===== src/rtl/pmp_pkg.sv =====
package pmp_pkg;

    localparam int XLEN       = 64;
    localparam int PA_W       = 56;
    localparam int AREG_W     = PA_W - 2;
    localparam int PG_LSB_REG = 10;
    localparam int FORCE_BITS = 9;
    localparam int PAGE_W     = PA_W - 12;

    typedef enum logic [1:0] {
        AM_OFF   = 2'b00,
        AM_TOR   = 2'b01,
        AM_NA4   = 2'b10,
        AM_NAPOT = 2'b11
    } amode_e;

    typedef struct packed {
        logic       lock;
        logic [1:0] rsv;
        amode_e     mode;
        logic       x;
        logic       w;
        logic       r;
    } ecfg_t;

    localparam logic [1:0] OP_FETCH = 2'd0;
    localparam logic [1:0] OP_LOAD  = 2'd1;
    localparam logic [1:0] PRIV_M   = 2'b11;

    localparam logic [3:0] CAUSE_FETCH = 4'd1;
    localparam logic [3:0] CAUSE_LOAD  = 4'd5;
    localparam logic [3:0] CAUSE_STORE = 4'd7;

endpackage


===== src/rtl/pmp_csr.sv =====
module pmp_csr
    import pmp_pkg::*;
#(
    parameter int N_ENT = 8,
    localparam int IDX_W = (N_ENT > 1) ? $clog2(N_ENT) : 1
) (
    input  logic                           clk,
    input  logic                           rst_n,
    input  logic                           we,
    input  logic                           cfg_sel,
    input  logic [IDX_W-1:0]               idx,
    input  logic [XLEN-1:0]                wdata,
    output logic [XLEN-1:0]                rdata,
    output ecfg_t [N_ENT-1:0]              cfg_o,
    output logic [N_ENT-1:0][AREG_W-1:0]   addr_o
);

    typedef struct packed {
        ecfg_t [N_ENT-1:0]            cfg;
        logic [N_ENT-1:0][AREG_W-1:0] addr;
    } st_t;

    st_t              st_d, st_q;
    logic [N_ENT-1:0] guard_above;
    logic             idx_ok;

    assign idx_ok = int'(idx) < N_ENT;

    always_comb begin
        guard_above = '0;
        for (int i = 0; i < N_ENT - 1; i++) begin
            guard_above[i] = st_q.cfg[i+1].lock && (st_q.cfg[i+1].mode == AM_TOR);
        end
    end

    always_comb begin
        logic [7:0] nb;
        st_d = st_q;
        nb   = '0;
        if (we && cfg_sel) begin
            for (int i = 0; i < N_ENT; i++) begin
                nb = wdata[8*i +: 8];
                if (!st_q.cfg[i].lock) begin
                    st_d.cfg[i].lock = nb[7];
                    st_d.cfg[i].rsv  = 2'b00;
                    st_d.cfg[i].mode = (nb[4:3] == 2'b10) ? AM_OFF : amode_e'(nb[4:3]);
                    st_d.cfg[i].x    = nb[2];
                    st_d.cfg[i].w    = nb[1];
                    st_d.cfg[i].r    = nb[0];
                end
            end
        end
        if (we && !cfg_sel && idx_ok) begin
            if (!st_q.cfg[idx].lock && !guard_above[idx]) begin
                st_d.addr[idx] = wdata[AREG_W-1:0];
            end
        end
    end

    always_ff @(posedge clk or negedge rst_n) begin
        if (!rst_n) st_q <= '0;
        else        st_q <= st_d;
    end

    always_comb begin
        logic [AREG_W-1:0] view;
        rdata = '0;
        view  = '0;
        if (cfg_sel) begin
            for (int i = 0; i < N_ENT; i++) begin
                rdata[8*i +: 8] = st_q.cfg[i];
            end
        end else if (idx_ok) begin
            view = st_q.addr[idx];
            if (st_q.cfg[idx].mode == AM_NAPOT) view[FORCE_BITS-1:0] = '1;
            else                                view[FORCE_BITS-1:0] = '0;
            rdata[AREG_W-1:0] = view;
        end
    end

    assign cfg_o  = st_q.cfg;
    assign addr_o = st_q.addr;

    for (genvar g = 0; g < N_ENT; g++) begin : g_chk
        p_lock_hold_r9: assert property (@(posedge clk) disable iff (!rst_n)
            st_q.cfg[g].lock |=> (st_q.cfg[g] == $past(st_q.cfg[g]) &&
                                  st_q.addr[g] == $past(st_q.addr[g])));
        p_no_na4_r10: assert property (@(posedge clk) disable iff (!rst_n)
            st_q.cfg[g].mode != AM_NA4 && st_q.cfg[g].rsv == 2'b00);
    end

endmodule


===== config.mk =====
export PLATFORM = sky130hd
export DESIGN_NAME = pmp_csr
export DESIGN_NICKNAME = d
export VERILOG_FILES = /design/src/rtl/pmp_pkg.sv /design/src/rtl/pmp_csr.sv
export SDC_FILE = /design/constraint.sdc
export NUM_CORES = 1
export LEC_CHECK = 0
export ABC_AREA = 1
export BUFFER_PORTS_ARGS = -buffer_cell sky130_fd_sc_hd__clkbuf_2
export CAP_MARGIN = 20
export CORE_AREA = 2 2 261 263
export DETAILED_ROUTE_END_ITERATION = 8
export DIE_AREA = 0 0 263 265
export GPL_TIMING_DRIVEN = 0
export PLACE_DENSITY = 0.67
export SKIP_CTS_REPAIR_TIMING = 1
export SYNTH_ARGS = -nofsm -noshare
export SYNTH_HDL_FRONTEND = slang
export SYNTH_SLANG_ARGS = --single-unit

===== constraint.sdc =====
create_clock -name clk -period 3.51 [get_ports clk]
set_input_delay 0.1755 -clock clk [delete_from_list [all_inputs] [get_ports clk]]
set_output_delay 0.1755 -clock clk [all_outputs]
set_load 0.02 [all_outputs]

==> impl.org, run 1 <==
** Power
- For this design the static power due to leakage is 16.61 nW.
- Power per standard cell area :: 636.4 nW/um2
- VDD sags by at most 0.3770 mV.

** Placed design
- Once placement completed, the tool counted placed cells totaling 4489.
- Port Buffers :: 552
- At the end of routability-driven placement, the weighted congestion stood at roughly 0.93.
- The wire-length estimate of the detail-placed layout is 95420 um.
- Once placement finished, the instance area stood at 27440 um2.

** Synth
- Post-synth top area share :: 51.90%
- FFs w/ async S/R, synth :: 100.0%
- Number of different library cells in the post-synthesis netlist :: 32
- Of all cell types, the one taking the most synthesized area is sky130_fd_sc_hd__dfrtp_1.
- In the post-synthesis netlist, the biggest area contributors are sky130_fd_sc_hd__dfrtp_1, sky130_fd_sc_hd__nand2_1, sky130_fd_sc_hd__nand3_1.
- Post-synth EDFFs :: 0
- Proportion of synthesized chip area in sequential cells :: 51.90%
- Post-synthesis average cell area :: 7.646 um2
- Count of synthesis-stage warnings from yosys :: 0
- Commonest cells in the synthesized netlist :: sky130_fd_sc_hd__nand2_1, sky130_fd_sc_hd__dfrtp_1, sky130_fd_sc_hd__nand3_1
- Synthesis produced a netlist whose cell count is 3027.
- Leading cell type by number of instances after synthesis :: sky130_fd_sc_hd__nand2_1
- Post-synth design cell area :: 23140 um2
- Flop and latch count out of synthesis :: 480
- Prevailing post-synth register cell :: sky130_fd_sc_hd__dfrtp_1

** Routing
- In this run, the number of DRC markers left after iteration 0 of detailed routing was around 3400.
- Residual DRC count :: 0
- Drt wl/cell :: 28.75 um
- The first detailed-routing pass ran for 7 iterations.
- Summed over all layers, the routed wires come to 132700 um.
- Overall via count from detail_route :: 25554
- Antenna-violating nets left :: 0
- Post-detailed-route via-to-cell ratio :: 5.536

** Finish
- Layout Area Growth over Synthesis :: 28.21%
- Number of nets at the end of the flow :: 3771
- Number of non-filler instances in the completed layout :: roughly 4600
- Cells fill 44.42% of the core in the end.
- Layout Cell Area excl Fill :: 29670 um2
- Cells with a size suffix above 1 make up between 20% and 30% of the layout.
- Fill cells in the final layout number roughly 6800.

** Worst hold path
- Launch instance of the worst min-delay path :: wdata[33]
- The path with the worst hold slack has its endpoint at cfg_o[33].
- The worst hold path was traced through 3 stages.
- Class of the worst hold path :: in2reg

** Run
- Number of max-capacitance violations reported :: 0

** Floorplan
- Pin placement for this block handled roughly 630 I/O pins.
- Die Wd :: 263 um
- Core area :: 66800 um2
- After floorplanning, the core was divided into 95 placement rows.
- The die is roughly 270 um tall.
- Starting utilization of the core area :: 34.65%
- Die footprint :: 69700 um2

** STA
- In the finished design, the share of the clock period the worst path needs comes to between 90 and 100%.
- Worst hold slack :: -0.02344 ns
- The number of pins with negative max-slew slack in the final report came to 0.
- Unrepaired setup endpoints after global routing :: no
- At the pin with the least slew margin, the transition time is ~1.3 ns.
- Setup TNS :: 0 ns
- Endpoints failing hold :: 3
- On the final layout, the worst clock skew is about 0.023 ns.
- For the finished layout, the period the worst path requires is about 3.5 ns.
- Setup violations, final :: 0
- Maximum clock frequency :: 0.2878 GHz
- Headroom to the max-slew limit came out at 14.74%.

** Global route
- Entering global routing, the biggest net connects between 100 and 150 pins.
- The first global-routing pass estimated 182500 um of wire.
- Via count of the first global-routing pass :: 23496
- Global routing finished with a remaining overflow of 0.
- Global router's overall resource usage :: between 30% and 40%
- Initial antenna violation count :: 4

** Critical path
- The worst setup path is launched from an input port.
- Walking the worst path, the cells encountered are clkbuf_2 -> buf_4 -> buf_4 -> nand3_1 -> inv_2 -> buf_2 -> nand2_1 -> nand2_1 -> a211oi_1 -> a21oi_1 -> clkbuf_2.
- The endpoint identified for the worst register-to-register timing path is addr_o[367].
- The worst register-to-register path has a depth of 9.
- Highest-delay cell along the critical path :: sky130_fd_sc_hd__buf_2
- Element type at the critical path end :: output pin
- CP top delay family :: buffers and inverters
- The critical path is of the in2out type.
- The setup check on the worst reg-to-reg path leaves a slack of 0.68 ns.
- The critical path contains buffers and inverters numbering 6 combined.
- At the worst endpoint, the required time is 3.33 ns.
- Delay of the slowest critical-path stage :: 0.63 ns
- Crit-path max FO :: 10
- The startpoint identified for the worst register-to-register timing path is cfg_o[59].
- Data on the critical path arrives at its endpoint at ~3.3 ns.

** Clocking
- The number of clock buffers added by TritonCTS is 55.
- Number of clock sinks seen by CTS :: 480
- Clock Tree Buf Depth :: 3
- Clock-pin slew on the worst setup and hold paths :: about 0.06 ns
- Clock tree synthesis selected as its root buffer the cell sky130_fd_sc_hd__clkbuf_16.
- TritonCTS built the clock tree.
- H-tree lvl count :: 2
- The clock reaches the later pin of the worst-skew pair after 0.62 ns.

** Outcome
- The flow ran to the end, but the final reports show violations.
- Violated checks :: hold timing
-- stage by stage --
step                      setup slack, ns  hold WS, ns  total power [mW]
after global routing              0.05024     0.006764             19.49
after floorplan                     1.773      -0.1201             10.01
after CTS                         -0.3611      -0.3770             18.79
after detailed placement          -0.3526       0.2896             12.50
after global placement             -9.471       0.3910             12.39
final                             0.03544     -0.02344             18.88
-- cell families (layout without fill, tap and decap cells) --
kind of cell	Yosys count	count (layout)	synth area share [%]
AO/OA/AOI/OAI	199	199	4.703
flip-flops	480	480	51.90
other	1	20	0.01620
buffers and inverters	354	1051	7.980
AND/OR/NAND/NOR	1993	1993	35.40
-- sequential cells by signal (all words and copies together) (netlist names) --
register,flops
cfg_o,48
addr_o,432
-- how the worst max path moves through the flow --
stage / from / endpoint / slack, ns / cells past startpoint
floorplan: idx[0] / rdata[6] / 1.77 / 11
global placement: rst_n / addr_o[111] / -9.47 / 1
detailed placement: idx[0] / rdata[51] / -0.35 / 13
CTS: idx[0] / rdata[51] / -0.36 / 13
global route: idx[0] / rdata[30] / 0.05 / 11
finish: idx[0] / rdata[30] / 0.04 / 11
-- layer usage --
layer  share of wire [%]  GRT usage, %  vias up
li1                    -             -    10936
met1                  39         47.73    12478
met2                  44         57.49     1770
met3                  11         11.07      366
met4                 5.7         17.17        4
met5              0.0098             0        -
-- placed cells by master (no fill, tap or decap), types with 13 or more instances in the layout --
| master | n |
|---|---|
| sky130_fd_sc_hd__a21oi_1 | 92 |
| sky130_fd_sc_hd__buf_1 | 14 |
| sky130_fd_sc_hd__buf_2 | 73 |
| sky130_fd_sc_hd__buf_4 | 64 |
| sky130_fd_sc_hd__buf_6 | 28 |
| sky130_fd_sc_hd__buf_8 | 13 |
| sky130_fd_sc_hd__clkbuf_1 | 102 |
| sky130_fd_sc_hd__clkbuf_16 | 57 |
| sky130_fd_sc_hd__clkbuf_2 | 556 |
| sky130_fd_sc_hd__conb_1 | 19 |
| sky130_fd_sc_hd__dfrtp_1 | 480 |
| sky130_fd_sc_hd__dlygate4sd3_1 | 22 |
| sky130_fd_sc_hd__inv_1 | 75 |
| sky130_fd_sc_hd__nand2_1 | 1442 |
| sky130_fd_sc_hd__nand3_1 | 463 |
| sky130_fd_sc_hd__nor2_1 | 49 |
| sky130_fd_sc_hd__o21ai_0 | 63 |
-- layout make-up --
type                       instances  area (um2)  area share [%]
antenna                            1       2.502        0.008433
clock inverter                    22       354.1           1.193
buffer                           272        1546           5.212
multi-input combinational       2211        9355           31.53
inverter                          82       311.5           1.050
sequential                       480       12010           40.48
tap                              873        1092           3.681
timing repair buffer             598        3397           11.45
clock buffer                      77        1602           5.397
-- power breakdown --
group	switching [mW]	internal [mW]	total (mW)
Combinational	3.60	1.41	5.01
Clock	2.52	3.83	6.35
Sequential	1.00	6.52	7.52
-- worst register-to-register path, stage by stage, from the launching register on --
cell,delay (ns)
sky130_fd_sc_hd__dfrtp_1,0.55
sky130_fd_sc_hd__nand3_1,0.31
sky130_fd_sc_hd__a21oi_1,0.23
sky130_fd_sc_hd__nor2_1,0.06
sky130_fd_sc_hd__nand2_1,0.10
sky130_fd_sc_hd__nor2_4,0.06
sky130_fd_sc_hd__nand2_1,0.65
sky130_fd_sc_hd__clkbuf_1,0.60
sky130_fd_sc_hd__nand2_1,0.12
sky130_fd_sc_hd__nand2_1,0.10
No activity file was read; power rests on OpenSTA's default activity.
==> run 2: changes to the inputs <==
--- a/config.mk
+++ b/config.mk
@@ -13,7 +13,9 @@
 export DIE_AREA = 0 0 263 265
 export GPL_TIMING_DRIVEN = 0
 export PLACE_DENSITY = 0.67
+export SETUP_SLACK_MARGIN = 0.4
 export SKIP_CTS_REPAIR_TIMING = 1
+export SLEW_MARGIN = 15
 export SYNTH_ARGS = -nofsm -noshare
 export SYNTH_HDL_FRONTEND = slang
 export SYNTH_SLANG_ARGS = --single-unit
==> impl.org, run 2 (same netlist as run 1, synthesis figures left out) <==
** STA
- Worst rel slew slack :: 11.69% (was 14.74%)
- Time the final worst path needs with I/O delays and setup :: 3.179 ns (was 3.475 ns)
- The final setup violation count was 0 (unchanged).
- The number of hold violations in the final report was 1 (was 3).
- The final hold slack is -0.01328 ns (was -0.02344 ns).
- The number of pins with negative max-slew slack in the final report is 0 (unchanged).
- Unrepaired setup endpoints after global routing :: no (unchanged)
- The final critical-path share of the clock period was 90.58% (was 98.99%).
- Clock skew after layout :: 0.02930 ns (was 0.02297 ns)
- Maximum clock frequency :: 0.3145 GHz (was 0.2878 GHz)
- Worst-Margin Slew :: 1.325 ns (was 1.279 ns)
- Setup TNS :: 0 ns (unchanged)

** Critical path
- The maximum fanout along the worst path came to 10 (unchanged).
- The type of the setup path with the least slack is in2out (unchanged).
- Required time of the critical path :: 3.33 ns (about the same)
- The critical path launch point type is an input port (unchanged).
- The launch point of the worst reg-to-reg path is cfg_o[59] (unchanged).
- The worst reg2reg path endpoint was addr_o[373] (was addr_o[367]).
- Element type at the critical path end :: output pin (unchanged)
- The worst path arrival time was 3.00 ns (was 3.30 ns).
- The slack of the worst reg-to-reg path is 0.67 ns (was 0.68 ns).
- The path depth of the worst reg2reg path is 9 (unchanged).

** Run
- Number of max-capacitance violations reported :: 0 (unchanged)

** Floorplan
- The floorplan core area is 66800 um2 (unchanged).
- Die footprint :: 69700 um2 (unchanged)
- I/O pin count :: 631 (unchanged)
- Cell row count :: 95 (unchanged)
- Die Wd :: 263 um (unchanged)
- Starting utilization of the core area :: 34.65% (unchanged)
- The floorplan die height is 265 um (unchanged).

** Finish
- Area occupied by multi-input gates :: 9369 um2 (was 9355 um2)
- Most used cells in the layout excluding fill and tap cells: sky130_fd_sc_hd__nand2_1, sky130_fd_sc_hd__clkbuf_2, sky130_fd_sc_hd__dfrtp_1, sky130_fd_sc_hd__nand3_1, sky130_fd_sc_hd__a21oi_1 (was sky130_fd_sc_hd__nand2_1, sky130_fd_sc_hd__clkbuf_2, sky130_fd_sc_hd__dfrtp_1, sky130_fd_sc_hd__nand3_1, sky130_fd_sc_hd__clkbuf_1).
- FILL cells :: 6746 (was 6831)
- The net count reported at finish is 3763 (was 3771).
- Area used by sequential logic in the layout :: 12010 um2 (unchanged)
- Largest register FFs :: 432 (unchanged)
- Layout Cell Area excl Fill :: 29580 um2 (was 29670 um2)
- Most common cell after layout, fill and taps aside :: sky130_fd_sc_hd__nand2_1 (unchanged)
- The layout-stage area growth over the synthesis result is 27.80% (was 28.21%).
- The ratio of cells with drive above 1 in the final layout came to 23.15% (was 22.88%).
- The non-filler instance count after layout was 4611 (was 4616).

** Clocking
- Root Driver :: sky130_fd_sc_hd__clkbuf_16 (unchanged)
- The clock latency on the worst-skew pair was 0.63 ns (was 0.62 ns).
- Clock-pin slew on the worst setup and hold paths :: 0.06 ns (about the same)
- The number of buffers on the longest clock path is 3 (unchanged).
- Number of CTS-inserted buffers :: 55 (unchanged)
- The number of clock sinks seen by CTS was 480 (unchanged).
- H-tree lvl count :: 2 (unchanged)
- The CTS tree is built (unchanged).

** Routing
- The via count of the routed design was 25511 (was 25554).
- The average wire per cell in the routed design came to 28.73 um (was 28.75 um).
- Post-detailed-route via-to-cell ratio :: 5.533 (was 5.536)
- The number of search-and-repair iterations in the first detailed-routing pass came to 7 (unchanged).
- The number of DRC markers after the initial detailed-route iteration came to 3249 (was 3405).
- Residual DRC count :: 0 (unchanged)
- The number of nets still failing antenna checks after routing came to 0 (unchanged).
- The overall routed net length was 132500 um (was 132700 um).

** Power
- Worst voltage drop across the vdd grid :: 0.4104 mV (was 0.3770 mV)
- The power density relative to cell area was 636.4 nW/um2 (about the same).
- The cell leakage power is 16.60 nW (was 16.61 nW).

** Placed design
- The weighted congestion reported at the end of routability-driven placement came to 0.9332 (unchanged).
- Port Buffers :: 552 (unchanged)
- Cell area after placement :: 27320 um2 (was 27440 um2)
- The count of placed standard cells including taps came to 4481 (was 4489).
- The total half-perimeter wirelength after legalization and detailed placement came to 94230 um (was 95420 um).

** Worst hold path
- Hold path cells :: 3 (unchanged)
- Class of the worst hold path :: in2reg (unchanged)
- Min-Delay Endpoint :: cfg_o[33] (unchanged)
- Launch instance of the worst min-delay path :: wdata[33] (unchanged)

** Global route
- Via count of the first global-routing pass :: 23310 (was 23496)
- The maximum number of pins on one net before global-route repair was 92 (was 111).
- The overall track demand over capacity in global routing came to 36.89% (was 37.10%).
- The global-route wire length before repair was 181500 um (was 182500 um).
- The overall overflow remaining after global route came to 0 (unchanged).
- The initial antenna violation count is 3 (was 4).

** Outcome
- Result of the run :: finished with violations (unchanged)
- Violated checks: hold timing (unchanged).
-- run 2: changes by cell type in the layout (fill, tap and decap cells not counted), sizes merged --
| cell | delta |
|---|---|
| buf | -11 |
| bufinv | -1 |
| clkbuf | +3 |
| clkdlybuf4s15 | +1 |
| clkinv | +2 |
| clkinvlp | -4 |
| diode | +5 |
-- run 2: how the worst max path moves through the flow --
stage / start / endpoint / slack [ns] / cells past startpoint
floorplan: idx[0] / rdata[6] / 1.77 / 11
global placement: rst_n / addr_o[111] / -9.47 / 1
detailed placement: idx[0] / rdata[51] / -0.41 / 13
CTS: idx[0] / rdata[51] / -0.43 / 13
global route: idx[0] / rdata[51] / 0.38 / 14
finish: idx[0] / rdata[51] / 0.33 / 14
-- run 2: stage by stage --
step | util (%) | setup WS, ns | power (mW)
floorplan | - | 1.773 | 10.01
global placement | 40.52 | -9.471 | 12.39
detailed placement | 40.90 | -0.4107 | 12.49
CTS | 43.79 | -0.4347 | 18.69
global route | 44.26 | 0.3791 | 19.42
finish | 44.28 | 0.3306 | 18.82
-- run 2: power breakdown --
group,total [mW],switching (mW),internal (mW)
Sequential,7.51,0.994,6.52
Combinational,5.01,3.60,1.40
Clock,6.30,2.52,3.79
-- run 2: area by class of cell --
type                       count  share of cell area (%)
tap                          873                   3.693
inverter                      82                   1.062
clock inverter                19                   1.041
clock buffer                  78                   5.495
antenna                        6                 0.05076
sequential                   480                   40.61
multi-input combinational   2211                   31.68
timing repair buffer         590                   11.05
buffer                       272                   5.326
-- run 2: layer usage --
metal | share of wire, % | global-route usage (%) | vias to the layer above | wire length [um]
li1 | - | - | 10920 | -
met3 | 12 | 11.98 | 339 | 15860
met2 | 44 | 56.37 | 1836 | 58890
met5 | 0.0098 | 0 | - | 13
met4 | 5.3 | 17.95 | 2 | 7006
met1 | 38 | 47.17 | 12414 | 50700
-- run 2: worst max-delay path, cell delays in order --
cell	delay [ns]
sky130_fd_sc_hd__clkbuf_2	0.16
sky130_fd_sc_hd__inv_1	0.21
sky130_fd_sc_hd__buf_2	0.26
sky130_fd_sc_hd__nand2_2	0.39
sky130_fd_sc_hd__clkinvlp_4	0.19
sky130_fd_sc_hd__buf_4	0.23
sky130_fd_sc_hd__clkbuf_4	0.44
sky130_fd_sc_hd__nand2_1	0.09
sky130_fd_sc_hd__nand2_1	0.10
sky130_fd_sc_hd__nor2_1	0.07
sky130_fd_sc_hd__nand2_1	0.06
sky130_fd_sc_hd__nand2_1	0.06
sky130_fd_sc_hd__o21ai_0	0.26
sky130_fd_sc_hd__clkbuf_2	0.27
